### config.mk
export PLATFORM = sky130hd
export DESIGN_NAME = uart_irq_prio
export DESIGN_NICKNAME = d
export VERILOG_FILES = /design/src/rtl/uart_irq_pkg.sv /design/src/rtl/uart_irq_rxto.sv /design/src/rtl/uart_irq_srcs.sv /design/src/rtl/uart_irq_arb.sv /design/src/rtl/uart_irq_prio.sv
export SDC_FILE = /design/constraint.sdc
export NUM_CORES = 1
export LEC_CHECK = 0
export BUFFER_PORTS_ARGS = -buffer_cell sky130_fd_sc_hd__buf_2
export CAP_MARGIN = 10
export CELL_PAD_IN_SITES_DETAIL_PLACEMENT = 2
export CELL_PAD_IN_SITES_GLOBAL_PLACEMENT = 2
export CORE_MARGIN = 2
export CORE_UTILIZATION = 22
export CTS_CLUSTER_DIAMETER = 120
export CTS_CLUSTER_SIZE = 28
export DETAILED_ROUTE_END_ITERATION = 7
export GPL_ROUTABILITY_DRIVEN = 0
export PLACE_DENSITY = 0.86
export SYNTH_ARGS = -nofsm -noshare
export SYNTH_HDL_FRONTEND = slang
export SYNTH_SLANG_ARGS = --single-unit
### constraint.sdc
create_clock -name clk -period 1.2 [get_ports clk]
set_input_delay 0.06 -clock clk [delete_from_list [all_inputs] [get_ports clk]]
set_output_delay 0.06 -clock clk [all_outputs]
set_load 0.03 [all_outputs]
### src/rtl/uart_irq_pkg.sv
package uart_irq_pkg;
   localparam int NSRC = 8;

   typedef enum logic [2:0] {
      SRC_LINE  = 3'd0,
      SRC_RXTO  = 3'd1,
      SRC_RXDAT = 3'd2,
      SRC_TXRDY = 3'd3,
      SRC_MODEM = 3'd4,
      SRC_CHAR  = 3'd5,
      SRC_FLOW  = 3'd6,
      SRC_WAKE  = 3'd7
   } src_e;

   localparam logic [5:0] CODE_NONE = 6'h01;

   function automatic logic [5:0] src_code(input int idx);
      case (idx)
         0:       return 6'h06;
         1:       return 6'h0C;
         2:       return 6'h04;
         3:       return 6'h02;
         4:       return 6'h00;
         5:       return 6'h10;
         6:       return 6'h20;
         default: return 6'h30;
      endcase
   endfunction
endpackage

### src/rtl/uart_irq_rxto.sv
module uart_irq_rxto #(
   parameter int LW        = 5,
   parameter int CHAR_BITS = 10
) (
   input  logic          clk,
   input  logic          rst_n,
   input  logic [LW-1:0] rx_level,
   input  logic          rx_char,
   input  logic          rd_rhr,
   input  logic          bit_tick,
   output logic          to_pend
);
   localparam int LIMIT = 4 * CHAR_BITS + 12;
   localparam int CW    = $clog2(LIMIT + 1);
   localparam logic [CW-1:0] LIM = CW'(LIMIT);

   logic [CW-1:0] cnt;
   logic          restart, hit;

   assign restart = rx_char | rd_rhr | (rx_level == '0);
   assign hit     = (cnt == LIM);

   always_ff @(posedge clk or negedge rst_n) begin
      if (!rst_n) begin
         cnt <= '0;
      end else if (restart) begin
         cnt <= '0;
      end else if (bit_tick && !hit) begin
         cnt <= cnt + 1'b1;
      end
   end

   always_ff @(posedge clk or negedge rst_n) begin
      if (!rst_n) begin
         to_pend <= 1'b0;
      end else if (rd_rhr) begin
         to_pend <= 1'b0;
      end else if (hit) begin
         to_pend <= 1'b1;
      end
   end
endmodule

### src/rtl/uart_irq_srcs.sv
module uart_irq_srcs
   import uart_irq_pkg::*;
#(
   parameter int LW = 5
) (
   input  logic            clk,
   input  logic            rst_n,
   input  logic [NSRC-1:0] top_sel,
   input  logic            cts_ien,
   input  logic            ext_mode,
   input  logic [3:0]      line_err,
   input  logic [3:0]      msr_chg,
   input  logic [LW-1:0]   tx_level,
   input  logic [LW-1:0]   tx_trig,
   input  logic            rx_char,
   input  logic            xoff_hit,
   input  logic            xon_hit,
   input  logic            spec_hit,
   input  logic            flow_evt,
   input  logic            cts_in,
   input  logic            wake_evt,
   input  logic            rd_isr,
   input  logic            rd_lsr,
   input  logic            rd_msr,
   input  logic            wr_thr,
   output logic            line_p,
   output logic            tx_p,
   output logic            modem_p,
   output logic            char_p,
   output logic            flow_p,
   output logic            wake_p
);
   logic tx_low, tx_empty, tx_low_q, tx_empty_q, cts_q;
   logic xoff_p, spec_p;
   logic tx_set, cts_set;
   logic isr_tx, isr_char, isr_wake;

   assign tx_low   = (tx_level <= tx_trig);
   assign tx_empty = (tx_level == '0);
   assign tx_set   = (tx_low & ~tx_low_q) | (tx_empty & ~tx_empty_q);
   assign cts_set  = cts_in & ~cts_q & cts_ien & ext_mode;

   assign isr_tx   = rd_isr & top_sel[SRC_TXRDY];
   assign isr_char = rd_isr & top_sel[SRC_CHAR];
   assign isr_wake = rd_isr & top_sel[SRC_WAKE];

   always_ff @(posedge clk or negedge rst_n) begin
      if (!rst_n) begin
         tx_low_q   <= 1'b1;
         tx_empty_q <= 1'b1;
         cts_q      <= 1'b0;
      end else begin
         tx_low_q   <= tx_low;
         tx_empty_q <= tx_empty;
         cts_q      <= cts_in;
      end
   end

   always_ff @(posedge clk or negedge rst_n) begin
      if (!rst_n) begin
         line_p  <= 1'b0;
         tx_p    <= 1'b0;
         modem_p <= 1'b0;
         xoff_p  <= 1'b0;
         spec_p  <= 1'b0;
         flow_p  <= 1'b0;
         wake_p  <= 1'b0;
      end else begin
         line_p  <= (line_p  & ~rd_lsr)                 | (|line_err);
         tx_p    <= (tx_p    & ~(wr_thr | isr_tx))      | tx_set;
         modem_p <= (modem_p & ~rd_msr)                 | (|msr_chg);
         xoff_p  <= (xoff_p  & ~(xon_hit | isr_char))   | xoff_hit;
         spec_p  <= (spec_p  & ~(rx_char | isr_char))   | spec_hit;
         flow_p  <= (flow_p  & ~rd_msr)                 | flow_evt | cts_set;
         wake_p  <= (wake_p  & ~isr_wake)               | wake_evt;
      end
   end

   assign char_p = xoff_p | spec_p;
endmodule

### src/rtl/uart_irq_arb.sv
module uart_irq_arb
   import uart_irq_pkg::*;
#(
   parameter int N = NSRC
) (
   input  logic [N-1:0] pend,
   output logic [N-1:0] top_sel,
   output logic         irq,
   output logic [5:0]   code
);
   logic [N:0] blocked;
   assign blocked[0] = 1'b0;

   for (genvar i = 0; i < N; i++) begin : g_rank
      assign blocked[i+1] = blocked[i] | pend[i];
      assign top_sel[i]   = pend[i] & ~blocked[i];
   end

   always_comb begin
      code = '0;
      for (int i = 0; i < N; i++) begin
         if (top_sel[i]) code = code | src_code(i);
      end
      if (!blocked[N]) code = CODE_NONE;
   end

   assign irq = blocked[N];
endmodule

### src/rtl/uart_irq_prio.sv
module uart_irq_prio
   import uart_irq_pkg::*;
#(
   parameter int FIFO_AW   = 4,
   parameter int CHAR_BITS = 10
) (
   input  logic               clk,
   input  logic               rst_n,
   input  logic [NSRC-1:0]    ien,
   input  logic               cts_ien,
   input  logic               ext_mode,
   input  logic [3:0]         line_err,
   input  logic [3:0]         msr_chg,
   input  logic [FIFO_AW:0]   rx_level,
   input  logic [FIFO_AW:0]   rx_trig,
   input  logic [FIFO_AW:0]   tx_level,
   input  logic [FIFO_AW:0]   tx_trig,
   input  logic               rx_char,
   input  logic               bit_tick,
   input  logic               xoff_hit,
   input  logic               xon_hit,
   input  logic               spec_hit,
   input  logic               flow_evt,
   input  logic               cts_in,
   input  logic               wake_evt,
   input  logic               rd_isr,
   input  logic               rd_lsr,
   input  logic               rd_msr,
   input  logic               rd_rhr,
   input  logic               wr_thr,
   output logic               irq,
   output logic [5:0]         isr_code
);
   localparam int LW = FIFO_AW + 1;

   if (FIFO_AW < 1 || FIFO_AW > 10) begin : g_bad_aw
      $error("FIFO_AW out of range");
   end
   if (CHAR_BITS < 5 || CHAR_BITS > 12) begin : g_bad_cb
      $error("CHAR_BITS out of range");
   end

   logic [NSRC-1:0] pend, pend_m, top_sel;
   logic line_p, to_p, tx_p, modem_p, char_p, flow_p, wake_p;

   uart_irq_rxto #(.LW(LW), .CHAR_BITS(CHAR_BITS)) u_rxto (
      .clk(clk), .rst_n(rst_n), .rx_level(rx_level), .rx_char(rx_char),
      .rd_rhr(rd_rhr), .bit_tick(bit_tick), .to_pend(to_p)
   );

   uart_irq_srcs #(.LW(LW)) u_srcs (
      .clk(clk), .rst_n(rst_n), .top_sel(top_sel), .cts_ien(cts_ien),
      .ext_mode(ext_mode), .line_err(line_err), .msr_chg(msr_chg),
      .tx_level(tx_level), .tx_trig(tx_trig), .rx_char(rx_char),
      .xoff_hit(xoff_hit), .xon_hit(xon_hit), .spec_hit(spec_hit),
      .flow_evt(flow_evt), .cts_in(cts_in), .wake_evt(wake_evt),
      .rd_isr(rd_isr), .rd_lsr(rd_lsr), .rd_msr(rd_msr), .wr_thr(wr_thr),
      .line_p(line_p), .tx_p(tx_p), .modem_p(modem_p), .char_p(char_p),
      .flow_p(flow_p), .wake_p(wake_p)
   );

   always_comb begin
      pend            = '0;
      pend[SRC_LINE]  = line_p;
      pend[SRC_RXTO]  = to_p;
      pend[SRC_RXDAT] = (rx_level >= rx_trig);
      pend[SRC_TXRDY] = tx_p;
      pend[SRC_MODEM] = modem_p;
      pend[SRC_CHAR]  = char_p;
      pend[SRC_FLOW]  = flow_p;
      pend[SRC_WAKE]  = wake_p;
   end

   assign pend_m = pend & ien;

   uart_irq_arb #(.N(NSRC)) u_arb (
      .pend(pend_m), .top_sel(top_sel), .irq(irq), .code(isr_code)
   );
endmodule

== After elaboration in Yosys (flattened, before gate mapping) ==
Index checks and enable logic that the tools add are counted.

* $add $sub $neg: 1
* Multipliers: 0
* Equal/unequal tests: 1
* Divide/modulo/power cells: 0
* Shifts and indexed selects: 0
* Reductions and logical operators: 8
* Bitwise gates (word level): 68
* $lt $le $gt $ge: 2
* Multiplexer cells: 20

{| class="wikitable"
|+ Operators by type and width
! cell !! number
|-
| 2-to-1 mux 6 bit || 17
|-
| bitwise OR 6 bit || 7
|-
| AND 1 bit || 22
|-
| bitwise OR 1 bit || 22
|-
| NOT 1 bit || 16
|-
| zero test 5 bit || 2
|-
| AND 8 bit || 1
|-
| OR reduction 4 bit || 2
|-
| adder 6 x 1 -> 6 bit (second input constant) || 1
|-
| equality test 6 bit (second input constant) || 1
|-
| >= comparator 5 bit || 1
|-
| <= comparator 5 bit || 1
|-
| nonzero test 2 bit || 2
|-
| 2-to-1 mux 3 bit || 1
|-
| 2-to-1 mux 1 bit || 2
|-
| logical AND 1 bit || 1
|-
| zero test 1 bit || 1
|}

* Bits in latches: 0
* Register bits: 17
* RAM bits: 0
* Word-level logic and storage cells: 112
* Memories: 0
* ROM bits: 0
* Output and inout bits: 7

== Depth between registers and ports, before layout ==
Gate-level depths: netlist of the first run.

* Word-level depth: 20
* Mapped depth: 6
* Mapped depth without buffers: 6

== Cells and area by module ==
From an unflattened synthesis of the first run, not the netlist that was laid out.

* Cell total of the unflattened synthesis: 141
* Area, all modules: 1,255.0 um^2

{| class="wikitable"
|+ Modules (own cells, without submodules)
! module !! cells each !! times used !! area each (um^2) !! sequential area each (um^2)
|-
| uart_irq_srcs || 52 || 1 || 526.8 || 252.7
|-
| uart_irq_rxto || 43 || 1 || 409.1 || 175.2
|-
| uart_irq_prio || 24 || 1 || 166.4 || 0.0
|-
| uart_irq_arb || 22 || 1 || 152.6 || 0.0
|}

== Worst setup path after synthesis of the first run ==
OpenSTA, ideal clock, no wires.

* Kind: input-to-output
* From: in rx_trig[2]
* To: out isr_code[5]
* Data arrival time: 1,636 ps
* Setup slack: -496 ps
* Data required time: 1,140 ps
* Stages on the path: 6
* Path through: inv_1 > ha_1 > a21oi_1 > o21ai_0 > a21oi_2 > nor3b_1

* Cells in the longest elaborated chain, start to end: 15
* Elaborated cells on any way between the ends: 31
* Classes of those cells: 1 x order compare; 7 x mux; 23 x bitwise

{| class="wikitable"
|+ Ends and longest elaborated chain
! item !! RTL line !! source
|-
| from (decl) || uart_irq_prio.sv:15 || <nowiki>input logic [FIFO_AW:0] rx_trig,</nowiki>
|-
| >= comparator 5 bit * || uart_irq_prio.sv:66 || <nowiki>pend[SRC_RXDAT] = (rx_level >= rx_trig);</nowiki>
|-
| AND 8 bit * || uart_irq_prio.sv:74 || <nowiki>assign pend_m = pend & ien;</nowiki>
|-
| AND 1 bit or bitwise OR 1 bit (tied branches) || uart_irq_arb.sv:16, uart_irq_arb.sv:15 ||
|-
| 2-to-1 mux 6 bit or NOT 1 bit (tied branches) || uart_irq_arb.sv:22, uart_irq_arb.sv:16 ||
|-
| bitwise OR 6 bit or AND 1 bit (tied branches) || uart_irq_arb.sv:22, uart_irq_arb.sv:16 ||
|-
| 2-to-1 mux 6 bit || uart_irq_arb.sv:22 || <nowiki>if (top_sel[i]) code = code | src_code(i);</nowiki>
|-
| bitwise OR 6 bit || uart_irq_arb.sv:22 ||
|-
| 2-to-1 mux 6 bit || uart_irq_arb.sv:22 ||
|-
| bitwise OR 6 bit || uart_irq_arb.sv:22 ||
|-
| 2-to-1 mux 6 bit || uart_irq_arb.sv:22 ||
|-
| bitwise OR 6 bit || uart_irq_arb.sv:22 ||
|-
| 2-to-1 mux 6 bit || uart_irq_arb.sv:22 ||
|-
| bitwise OR 6 bit || uart_irq_arb.sv:22 ||
|-
| 2-to-1 mux 6 bit || uart_irq_arb.sv:22 ||
|-
| 2-to-1 mux 6 bit * || uart_irq_arb.sv:24 || <nowiki>if (!blocked[N]) code = CODE_NONE;</nowiki>
|-
| to (decl) || uart_irq_prio.sv:32 || <nowiki>output logic [5:0] isr_code</nowiki>
|}

Every way passes the cells marked *; elsewhere a longest branch is shown, timed or not.

== Worst setup path in the final report of the first run ==
* From: reg u_rxto.to_pend
* To: out isr_code[5]

* Cells in the longest elaborated chain, start to end: 16
* Elaborated cells on any way between the ends: 35
* Classes of those cells: 8 x mux; 27 x bitwise

{| class="wikitable"
|+ Ends and longest elaborated chain
! item !! RTL line !! source
|-
| from (decl) || uart_irq_rxto.sv:11 || <nowiki>output logic to_pend</nowiki>
|-
| from (signal assigned) || uart_irq_rxto.sv:35 || <nowiki>to_pend <= 1'b0;</nowiki>
|-
| from (signal assigned) || uart_irq_rxto.sv:37 || <nowiki>to_pend <= 1'b0;</nowiki>
|-
| from (signal assigned) || uart_irq_rxto.sv:39 || <nowiki>to_pend <= 1'b1;</nowiki>
|-
| AND 8 bit * || uart_irq_prio.sv:74 ||
|-
| AND 1 bit or bitwise OR 1 bit (tied branches) || uart_irq_arb.sv:16, uart_irq_arb.sv:15 ||
|-
| 2-to-1 mux 6 bit or NOT 1 bit (tied branches) || uart_irq_arb.sv:22, uart_irq_arb.sv:16 ||
|-
| bitwise OR 6 bit or AND 1 bit (tied branches) || uart_irq_arb.sv:22, uart_irq_arb.sv:16 ||
|-
| 2-to-1 mux 6 bit || uart_irq_arb.sv:22 ||
|-
| bitwise OR 6 bit || uart_irq_arb.sv:22 ||
|-
| 2-to-1 mux 6 bit || uart_irq_arb.sv:22 ||
|-
| bitwise OR 6 bit || uart_irq_arb.sv:22 ||
|-
| 2-to-1 mux 6 bit || uart_irq_arb.sv:22 ||
|-
| bitwise OR 6 bit || uart_irq_arb.sv:22 ||
|-
| 2-to-1 mux 6 bit || uart_irq_arb.sv:22 ||
|-
| bitwise OR 6 bit || uart_irq_arb.sv:22 ||
|-
| 2-to-1 mux 6 bit || uart_irq_arb.sv:22 ||
|-
| bitwise OR 6 bit || uart_irq_arb.sv:22 ||
|-
| 2-to-1 mux 6 bit || uart_irq_arb.sv:22 ||
|-
| 2-to-1 mux 6 bit * || uart_irq_arb.sv:24 ||
|}

Marked as above.

==> results of run 1 <==
[metrics by stage]
stage	std cells	setup WS [ns]	cell area, sq um	TNS (ns)	power [mW]
6_report	296	-0.378	2090	-3.40	1.60
3_5_place_dp	278	-0.341	1740	-3.28	1.06
2_1_floorplan	127	-0.0797	1190	-0.254	0.813
5_1_grt	296	-0.423	2090	-4.57	1.69
4_1_cts	295	-0.324	2010	-2.74	1.57
3_3_place_gp	278	-0.276	1740	-2.50	1.03
[layout make-up]
type	instances	area [sq um]	area share
Clock buffer	3	41.3	0.0198
Clock inverter	1	5.00	0.00240
Inverter	21	78.8	0.0378
Multi-Input combinational cell	89	810	0.388
Sequential cell	17	428	0.205
Tap cell	70	87.6	0.0420
Timing Repair Buffer	95	637	0.305
[critical path: stages, from the launching register on]
cell      delay, ns
dfrtp_1        0.41
nand2_2        0.09
o211ai_1       0.12
a21oi_2        0.15
buf_6          0.14
nor3b_4        0.20
buf_6          0.16
[logic make-up (layout without fill, tap and decap cells)]
kind of cell	after synthesis	in the layout	share of synthesized area
xor gates and xnor gates	4	4	0.0312
adders and majority gates	12	12	0.134
DFF	17	17	0.381
buffers and inverters	21	120	0.0702
muxes	1	1	0.00891
and+or+nand+nor	43	43	0.213
AOI/OAI and AO/OA	29	29	0.163
[how the worst max path moves through the flow]
stage / slack (ns) / endpoint / cells after the start / startpoint
after floorplan: -0.08 / u_rxto.cnt[1] / 6 / u_rxto.cnt[0]
after global placement: -0.28 / isr_code[5] / 7 / rx_trig[0]
after detailed placement: -0.34 / isr_code[5] / 8 / rx_level[0]
after CTS: -0.32 / isr_code[5] / 6 / u_rxto.to_pend
after global routing: -0.42 / isr_code[5] / 6 / u_srcs.line_p
final: -0.38 / isr_code[5] / 6 / u_rxto.to_pend
[placed cells by master (no fill, tap or decap), types with 3 or more instances in the layout]
| cell type | count |
|---|---|
| a21oi_2 | 7 |
| nor2_1 | 9 |
| dfrtp_1 | 15 |
| a21oi_1 | 4 |
| buf_4 | 27 |
| nand2_1 | 6 |
| ha_4 | 4 |
| buf_6 | 11 |
| dlygate4sd3_1 | 5 |
| buf_2 | 52 |
| nand4_1 | 3 |
| inv_1 | 16 |
| o21ai_0 | 3 |
| ha_1 | 8 |
| inv_2 | 5 |
| xor2_1 | 3 |
| clkbuf_8 | 3 |
| nor4_1 | 3 |
[layer usage]
layer,vias to the layer above,routed length [um],GRT usage
met2,39,2950,0.342
met3,4,173,0.0159
met5,-,0,0
met1,682,2210,0.186
met4,0,62,0.0351
li1,653,-,-
[power groups by stage]
stage | logic, mW | clock network [mW] | registers [mW]
floorplan | 0.186 | 0 | 0.627
finish | 0.533 | 0.444 | 0.624
detailed placement | 0.427 | 0 | 0.628
CTS | 0.497 | 0.453 | 0.620
global placement | 0.400 | 0 | 0.626
global route | 0.583 | 0.481 | 0.626
[repair_timing]
action / in CTS / in global routing
pin swaps: 19 / 18
endpoints found under the hold margin: 19 / 0
hold buffers: 5 / 0
setup buffers: 9 / 4
resized for setup: 29 / 13
endpoints found under the setup margin: 16 / 18
==> flow_summary.ini, run 1 <==
[status]
status = finished with violations
violations = negative setup slack

[clocking]
clock-root-buffer = clkbuf_8
path_clk_slew_ns = 0.07
h-tree-depth = 1
cts-buffers-inserted = 3
clock_sinks = 17
cts_tree = built
clock_latency_ns = 0.25
clock_path_buffers = 2

[power_and_ir_drop]
p_per_area_nw_per_um2 = 767
pwr-share-clk = 0.277
p_sw_mw = 0.501
share_seq_of_total_power = 0.390
p_leak_nw = 1.02
p_comb_frac = 0.333
ir_drop_uv = 340
p_int_mw = 1.10
switching_share = 0.313

[run]
cap_violations = 0

[global_route]
grt_max_degree = 18
overflow = 0
grt_pass1_vias = 1607
grt_pass1_wl_mm = 7.21
antenna_found_initial = 0
grtUsageTotal = 0.168

[hold_path]
worstHoldPathCells = 2
min_to = u_srcs.modem_p
hp-class = input pin to flop
hold_start = rd_msr

[layout]
fillers = 587
utilization = 0.417
area_growth_pct = 85.7
fin_nets = 292
diodes = 0
largest_register_ffs = 6
regMostFlops = u_rxto.cnt
drive_above_1_share = 0.584

[floorplan]
start_util = 0.224
rows = 26
dieHeight_um = 75.5
die_w_um = 75.5
num_io_pins = 60
coreArea_sq_um = 5010
die_area_sq_um = 5690

[setup_path]
cp_max_fo = 7
arrival_ns = 1.52
cp-end-kind = output port
worst-setup-path-type = flop to output port
rr_worst_depth = 5
r2r-end = u_srcs.wake_p
worstPathRequired_ns = 1.14
rr_startpoint = u_srcs.tx_p
rrSetupSlack_ns = -0.27
cp-start-kind = flop

[synthesis]
syn-num-nets = 192
synth.top_cells.by_area = dfrtp_1 33%, ha_1 13%, inv_1 7.0%
yosysSeqAreaShare = 0.381
syn_area_sq_um = 1120
synth_area_per_cell_sq_um = 8.85
ys_ff_latch = 17
post-synth-top-area-fraction = 0.334
synth.most_common_cell = inv_1
synth_common_cells = 21 x inv_1, 15 x dfrtp_1, 12 x ha_1
ys_warn_count = 0
synth_cells = 127
synthArstFlopShare = 1.00
synth_edf_count = 0
yosys_most_used_dff = dfrtp_1
synth_top_area_cell = dfrtp_1
ys_types = 34

[timing]
hold_violations = 0
finalWorstSetupSlack_ns = -0.378
fin_crit_ns = 1.58
skew_ns = 0.00247
holdWs_ns = 0.00227
setup_violations = 16
rsz0062_at_grt = yes
drv_slew = 0
clock.fmax_mhz = 634
slew_headroom = 0.719
post-route-period-util = 1.31
max_slew.worst_pin.slew_ns = 0.422

[drt]
num_vias = 1378
drc = 0
postRouteAntennaNets = 0
firstDrtPassIters = 4
drt-initial-drc-count = 32
wl_per_cell_um = 18.2
routed_wl_mm = 5.40
via_per_inst = 4.66

[place]
hpwl_mm = 3.51
port_buffers = 59
(Power assumes the default switching activity.)
==> run 2, diff against run 1 <==
--- a/constraint.sdc
+++ b/constraint.sdc
@@ -3,2 +3,2 @@
 set_output_delay 0.06 -clock clk [all_outputs]
-set_load 0.03 [all_outputs]
+set_load 0.005 [all_outputs]
==> run 2 against run 1 <==
Net effect: the flow still finishes with violations (negative setup slack); worst setup slack lost 0.063 ns; count of clock-buffer cells in the layout increased by 1; non-clock buffer count fell by 5; final area fell by 6.6%; highest routed layer unchanged; clock skew is 0.0018 ns higher; core utilization shrank 2.7 points; clock power is 2% higher; sequential share of layout area rose by 1.4 points; routed wire length is 9.5% lower.
==> flow_summary.ini, run 2 (synthesis gave the netlist of run 1 again) <==
[status]
status = finished with violations
violations = negative setup slack

[hold_path]
min_to = u_srcs.flow_p
worstHoldPathCells = 3
hp-class = input pin to flop
hold_start = flow_evt

[layout]
largest_register_ffs = 6
multiInputGateArea_sq_um = 744
drive_above_1_share = 0.520
area_growth_pct = 73.5
fillers = 594
final_common_cell = buf_2
mostFrequentLayoutCells = 59 x buf_2, 19 x inv_1, 19 x buf_4, 15 x dfrtp_1, 10 x ha_1
fin_nets = 287
seqCellArea_sq_um = 428
diodes = 0
utilization = 0.389
fin_cells = 291
stdcell_area_sq_um = 1950
regMostFlops = u_rxto.cnt

[drt]
routed_wl_mm = 4.88
firstDrtPassIters = 4
drc = 0
via_per_inst = 4.70
drt-initial-drc-count = 46
num_vias = 1367
wl_per_cell_um = 16.8
postRouteAntennaNets = 0

[setup_path]
crit_path_max_incr_delay_ns = 0.40
r2r-end = u_rxto.cnt[3]
cp-start-kind = flop
cp-end-kind = output port
worstPathRequired_ns = 1.14
arrival_ns = 1.58
cpMaxStageDelayCell = dfrtp_1
rr_startpoint = u_rxto.cnt[1]
worst-setup-path-type = flop to output port
cp_max_fo = 6
rrSetupSlack_ns = -0.25
path_cells = nand2_2 > o211ai_1 > a21oi_2 > buf_4 > nand4_1 > buf_2
rr_worst_depth = 6

[place]
place_inst = 274
placedInstanceArea_sq_um = 1650
hpwl_mm = 3.52
port_buffers = 59

[clocking]
path_clk_slew_ns = 0.07
clock_path_buffers = 2
clock-root-buffer = clkbuf_8
clock_latency_ns = 0.26
cts-buffers-inserted = 3
cts_tree = built
clock_sinks = 17
h-tree-depth = 1

[timing]
setup_violations = 16
slew_headroom = 0.700
fin_crit_ns = 1.64
rsz0062_at_grt = yes
post-route-period-util = 1.37
clock.fmax_mhz = 610
max_slew.worst_pin.slew_ns = 0.450
holdWs_ns = 0.00317
skew_ns = 0.00428
hold_violations = 0
drv_slew = 0
finalWorstSetupSlack_ns = -0.440

[floorplan]
start_util = 0.224
rows = 26
dieHeight_um = 75.5
die_w_um = 75.5
coreArea_sq_um = 5010
die_area_sq_um = 5690
num_io_pins = 60

[global_route]
antenna_found_initial = 0
grtUsageTotal = 0.169
grt_max_degree = 18
grt_pass1_vias = 1498
grt_pass1_wl_mm = 7.18
overflow = 0

[run]
cap_violations = 0

[power_and_ir_drop]
p_leak_nw = 0.985
ir_drop_uv = 454
finalPower_mw = 1.52
p_per_area_nw_per_um2 = 781
==> run 2: area by class of cell <==
| class | count | share of cell area |
|---|---|---|
| Timing Repair Buffer | 90 | 0.290 |
| Tap cell | 70 | 0.0449 |
| Inverter | 21 | 0.0404 |
| Sequential cell | 17 | 0.220 |
| Multi-Input combinational cell | 89 | 0.382 |
| Clock buffer | 4 | 0.0231 |
==> run 2: worst max path at each step <==
stage	to	startpoint	cells after the start	slack (ns)
after floorplan	u_rxto.cnt[1]	u_rxto.cnt[0]	6	-0.08
after global placement	irq	rx_level[0]	9	-0.22
after detailed placement	u_srcs.tx_p	rx_level[2]	7	-0.30
after CTS	irq	u_rxto.to_pend	6	-0.32
after global routing	irq	u_rxto.to_pend	6	-0.51
final	irq	u_rxto.to_pend	6	-0.44
==> run 2: where the power goes <==
part	total (mW)	internal, mW	switching, mW	leakage (nW)
sequential	0.621	0.602	0.0194	0.201
combinational	0.449	0.229	0.219	0.762
clock	0.453	0.236	0.217	0.0228
==> run 2: what timing repair did <==
action	4_1_cts	5_1_grt
gates resized for setup	21	12
endpoints found under the hold margin	20	0
pin swaps	19	14
endpoints found under the setup margin	16	18
buffers inserted	6	4
hold buffers	6	0
==> run 2: routing by layer <==
layer / GRT usage / vias up / wire length (um)
met2: 0.314 / 48 / 2630
met5: 0 / - / 0
met4: 0.0546 / 0 / 99
li1: - / 642 / -
met1: 0.199 / 666 / 1970
met3: 0.0225 / 11 / 192
==> run 2: stage by stage <==
step	setup TNS (ns)	setup slack (ns)
after floorplan	-0.168	-0.0797
after global placement	-2.18	-0.216
after detailed placement	-3.24	-0.299
after CTS	-2.87	-0.323
after global routing	-4.80	-0.508
final	-3.71	-0.440
==> run 2: worst max-delay path, delay by kind of cell, from the launching register on <==
kind	cells	cell delay [ns]
AOI/OAI and AO/OA	2	0.43
DFF	1	0.40
buffers and inverters	2	0.34
and+or+nand+nor	2	0.16
==> run 3, diff against run 2 <==
BUFFER_PORTS_ARGS = not set   (was -buffer_cell sky130_fd_sc_hd__buf_2)
CORE_UTILIZATION = 30   (was 22)
DONT_BUFFER_PORTS = 1   (was not set)
PLACE_DENSITY = 0.83   (was 0.86)
==> run 3 against run 2 <==
Net effect: the flow finishes with violations (negative hold slack, negative setup slack); worst setup slack gained 0.080 ns; global-route usage rose by 4.6 points; final area is 11% lower; die area shrank 25%; maximum frequency grew 5.1%; clock skew increased by 0.0035 ns; via count decreased by 15%; non-clock buffer count fell by 51; combinational power shrank 17%; routed wire length is 2.5% lower; first-iteration DRC count shrank 52%; critical path type unchanged.
==> flow_summary.ini, run 3 (synthesis gave the netlist of run 1 again) <==
[status]
status = finished with violations
violations = negative hold slack, negative setup slack

[layout]
largest_register_ffs = 6
mostFrequentLayoutCells = 21 x dlygate4sd3_1, 18 x inv_1, 15 x dfrtp_1, 13 x buf_4
drive_above_1_share = 0.300
final_common_cell = dlygate4sd3_1
area_growth_pct = 54.2
regMostFlops = u_rxto.cnt
fillers = 413
fin_nets = 236
fin_cells = 218
diodes = 0

[timing]
hold_violations = 1
max_slew.worst_pin.slew_ns = 0.850
slew_headroom = 0.431
post-route-period-util = 1.30
fin_crit_ns = 1.56
clock.fmax_mhz = 641
finalWorstSetupSlack_ns = -0.360
finalSetupTns_ns = -3.54
skew_ns = 0.00776
holdWs_ns = -0.0110
drv_slew = 0
setup_violations = 17
rsz0062_at_grt = yes

[power_and_ir_drop]
p_int_mw = 1.02
p_sw_mw = 0.426
p_per_area_nw_per_um2 = 837
p_leak_nw = 0.778
p_comb_frac = 0.257
pwr-share-clk = 0.315
switching_share = 0.294
ir_drop_uv = 716
share_seq_of_total_power = 0.428

[hold_path]
min_to = u_rxto.cnt[2]
hp-class = input pin to flop
worstHoldPathCells = 2
hold_start = bit_tick

[place]
port_buffers = 0
hpwl_mm = 2.82
place_inst = 184

[setup_path]
arrival_ns = 1.50
cp-start-kind = flop
cpMaxStageDelayCell = dfrtp_1
cp_max_fo = 8
cp-end-kind = output port
crit_path_max_incr_delay_ns = 0.40
r2r-end = u_rxto.cnt[3]
path_cells = nand2_1 > o211ai_1 > a21oi_2 > buf_6 > nor3b_4
worst-setup-path-type = flop to output port
rr_worst_depth = 6
rrSetupSlack_ns = -0.28
rr_startpoint = u_rxto.cnt[1]
worstPathRequired_ns = 1.14

[global_route]
grt_max_degree = 18
overflow = 0
grt_pass1_vias = 1425
antenna_found_initial = 0
grt_pass1_wl_mm = 6.80
grtUsageTotal = 0.215

[floorplan]
num_io_pins = 60
coreArea_sq_um = 3630
rows = 22
die_w_um = 65.2
die_area_sq_um = 4250
start_util = 0.309
dieHeight_um = 65.2

[clocking]
cts_tree = built
clock_sinks = 17
h-tree-depth = 1
path_clk_slew_ns = 0.07
cts-buffers-inserted = 3
clock_path_buffers = 2
clock_latency_ns = 0.27
clock-root-buffer = clkbuf_8

[drt]
wl_per_cell_um = 21.8
drc = 0
firstDrtPassIters = 4
drt-initial-drc-count = 22
postRouteAntennaNets = 0
num_vias = 1168
routed_wl_mm = 4.76
via_per_inst = 5.36

[run]
cap_violations = 0
-- run 3: changes by cell type in the layout (fill, tap and decap cells not counted), sizes merged --
cell         delta
buf            -66
clkinv          +1
clkbuf          -1
dlygate4sd3    +15
-- run 3: how the worst max path moves through the flow --
stage                          to  slack [ns]           start  cells after the start
floorplan           u_rxto.cnt[1]       -0.08   u_rxto.cnt[0]                      6
global placement      isr_code[1]       -0.11     rx_level[0]                      7
detailed placement  u_rxto.cnt[1]       -0.23   u_rxto.cnt[1]                      6
CTS                   isr_code[5]       -0.22  u_rxto.to_pend                      5
global route        u_rxto.cnt[3]       -0.40   u_rxto.cnt[0]                      6
finish                isr_code[5]       -0.36   u_srcs.line_p                      5
-- run 3: power by group through the flow --
stage | Clock, mW | Combinational [mW] | Sequential, mW
2_1_floorplan | 0 | 0.136 | 0.626
3_3_place_gp | 0 | 0.191 | 0.625
3_5_place_dp | 0 | 0.212 | 0.628
4_1_cts | 0.459 | 0.314 | 0.618
5_1_grt | 0.491 | 0.402 | 0.622
6_report | 0.457 | 0.372 | 0.620
-- run 3: stage by stage --
step | worst slack, ns | power [mW] | hold slack (ns) | utilization | cell area, sq um
2_1_floorplan | -0.0797 | 0.762 | -0.236 | - | 1130
3_3_place_gp | -0.112 | 0.816 | -0.235 | 0.347 | 1260
3_5_place_dp | -0.226 | 0.839 | -0.235 | 0.347 | 1260
4_1_cts | -0.221 | 1.39 | 0.00676 | 0.451 | 1640
5_1_grt | -0.404 | 1.52 | 0.0157 | 0.477 | 1730
6_report | -0.360 | 1.45 | -0.0110 | 0.477 | 1730
-- run 3: area by class of cell --
class | count | area (sq um) | share of cell area
Timing Repair Buffer | 39 | 364 | 0.210
Clock inverter | 1 | 5.00 | 0.00289
Clock buffer | 3 | 41.3 | 0.0238
Multi-Input combinational cell | 89 | 756 | 0.436
Inverter | 21 | 78.8 | 0.0455
Sequential cell | 17 | 428 | 0.247
Tap cell | 48 | 60.1 | 0.0347
-- run 3: layer usage --
layer,share of wire,global-route usage,up-vias,wire [um]
met1,0.37,0.212,582,1750
met5,0,0,-,0
met3,0.034,0.0274,7,161
met4,0.020,0.0703,0,96
met2,0.58,0.449,45,2750
li1,-,-,534,-
-- run 3: timing repair --
action,in CTS,in global routing
pin swaps,18,13
resized for setup,20,13
buffers inserted,6,4
setup endpoints to repair,16,17
hold endpoints to repair,25,1
hold buffers,20,1
-- run 3: worst max-delay path: cells and delay by family (launching register included) --
family          cells  cell delay, ns
flops               1            0.40
buf+inv             1            0.16
compound gates      2            0.34
simple gates        2            0.34
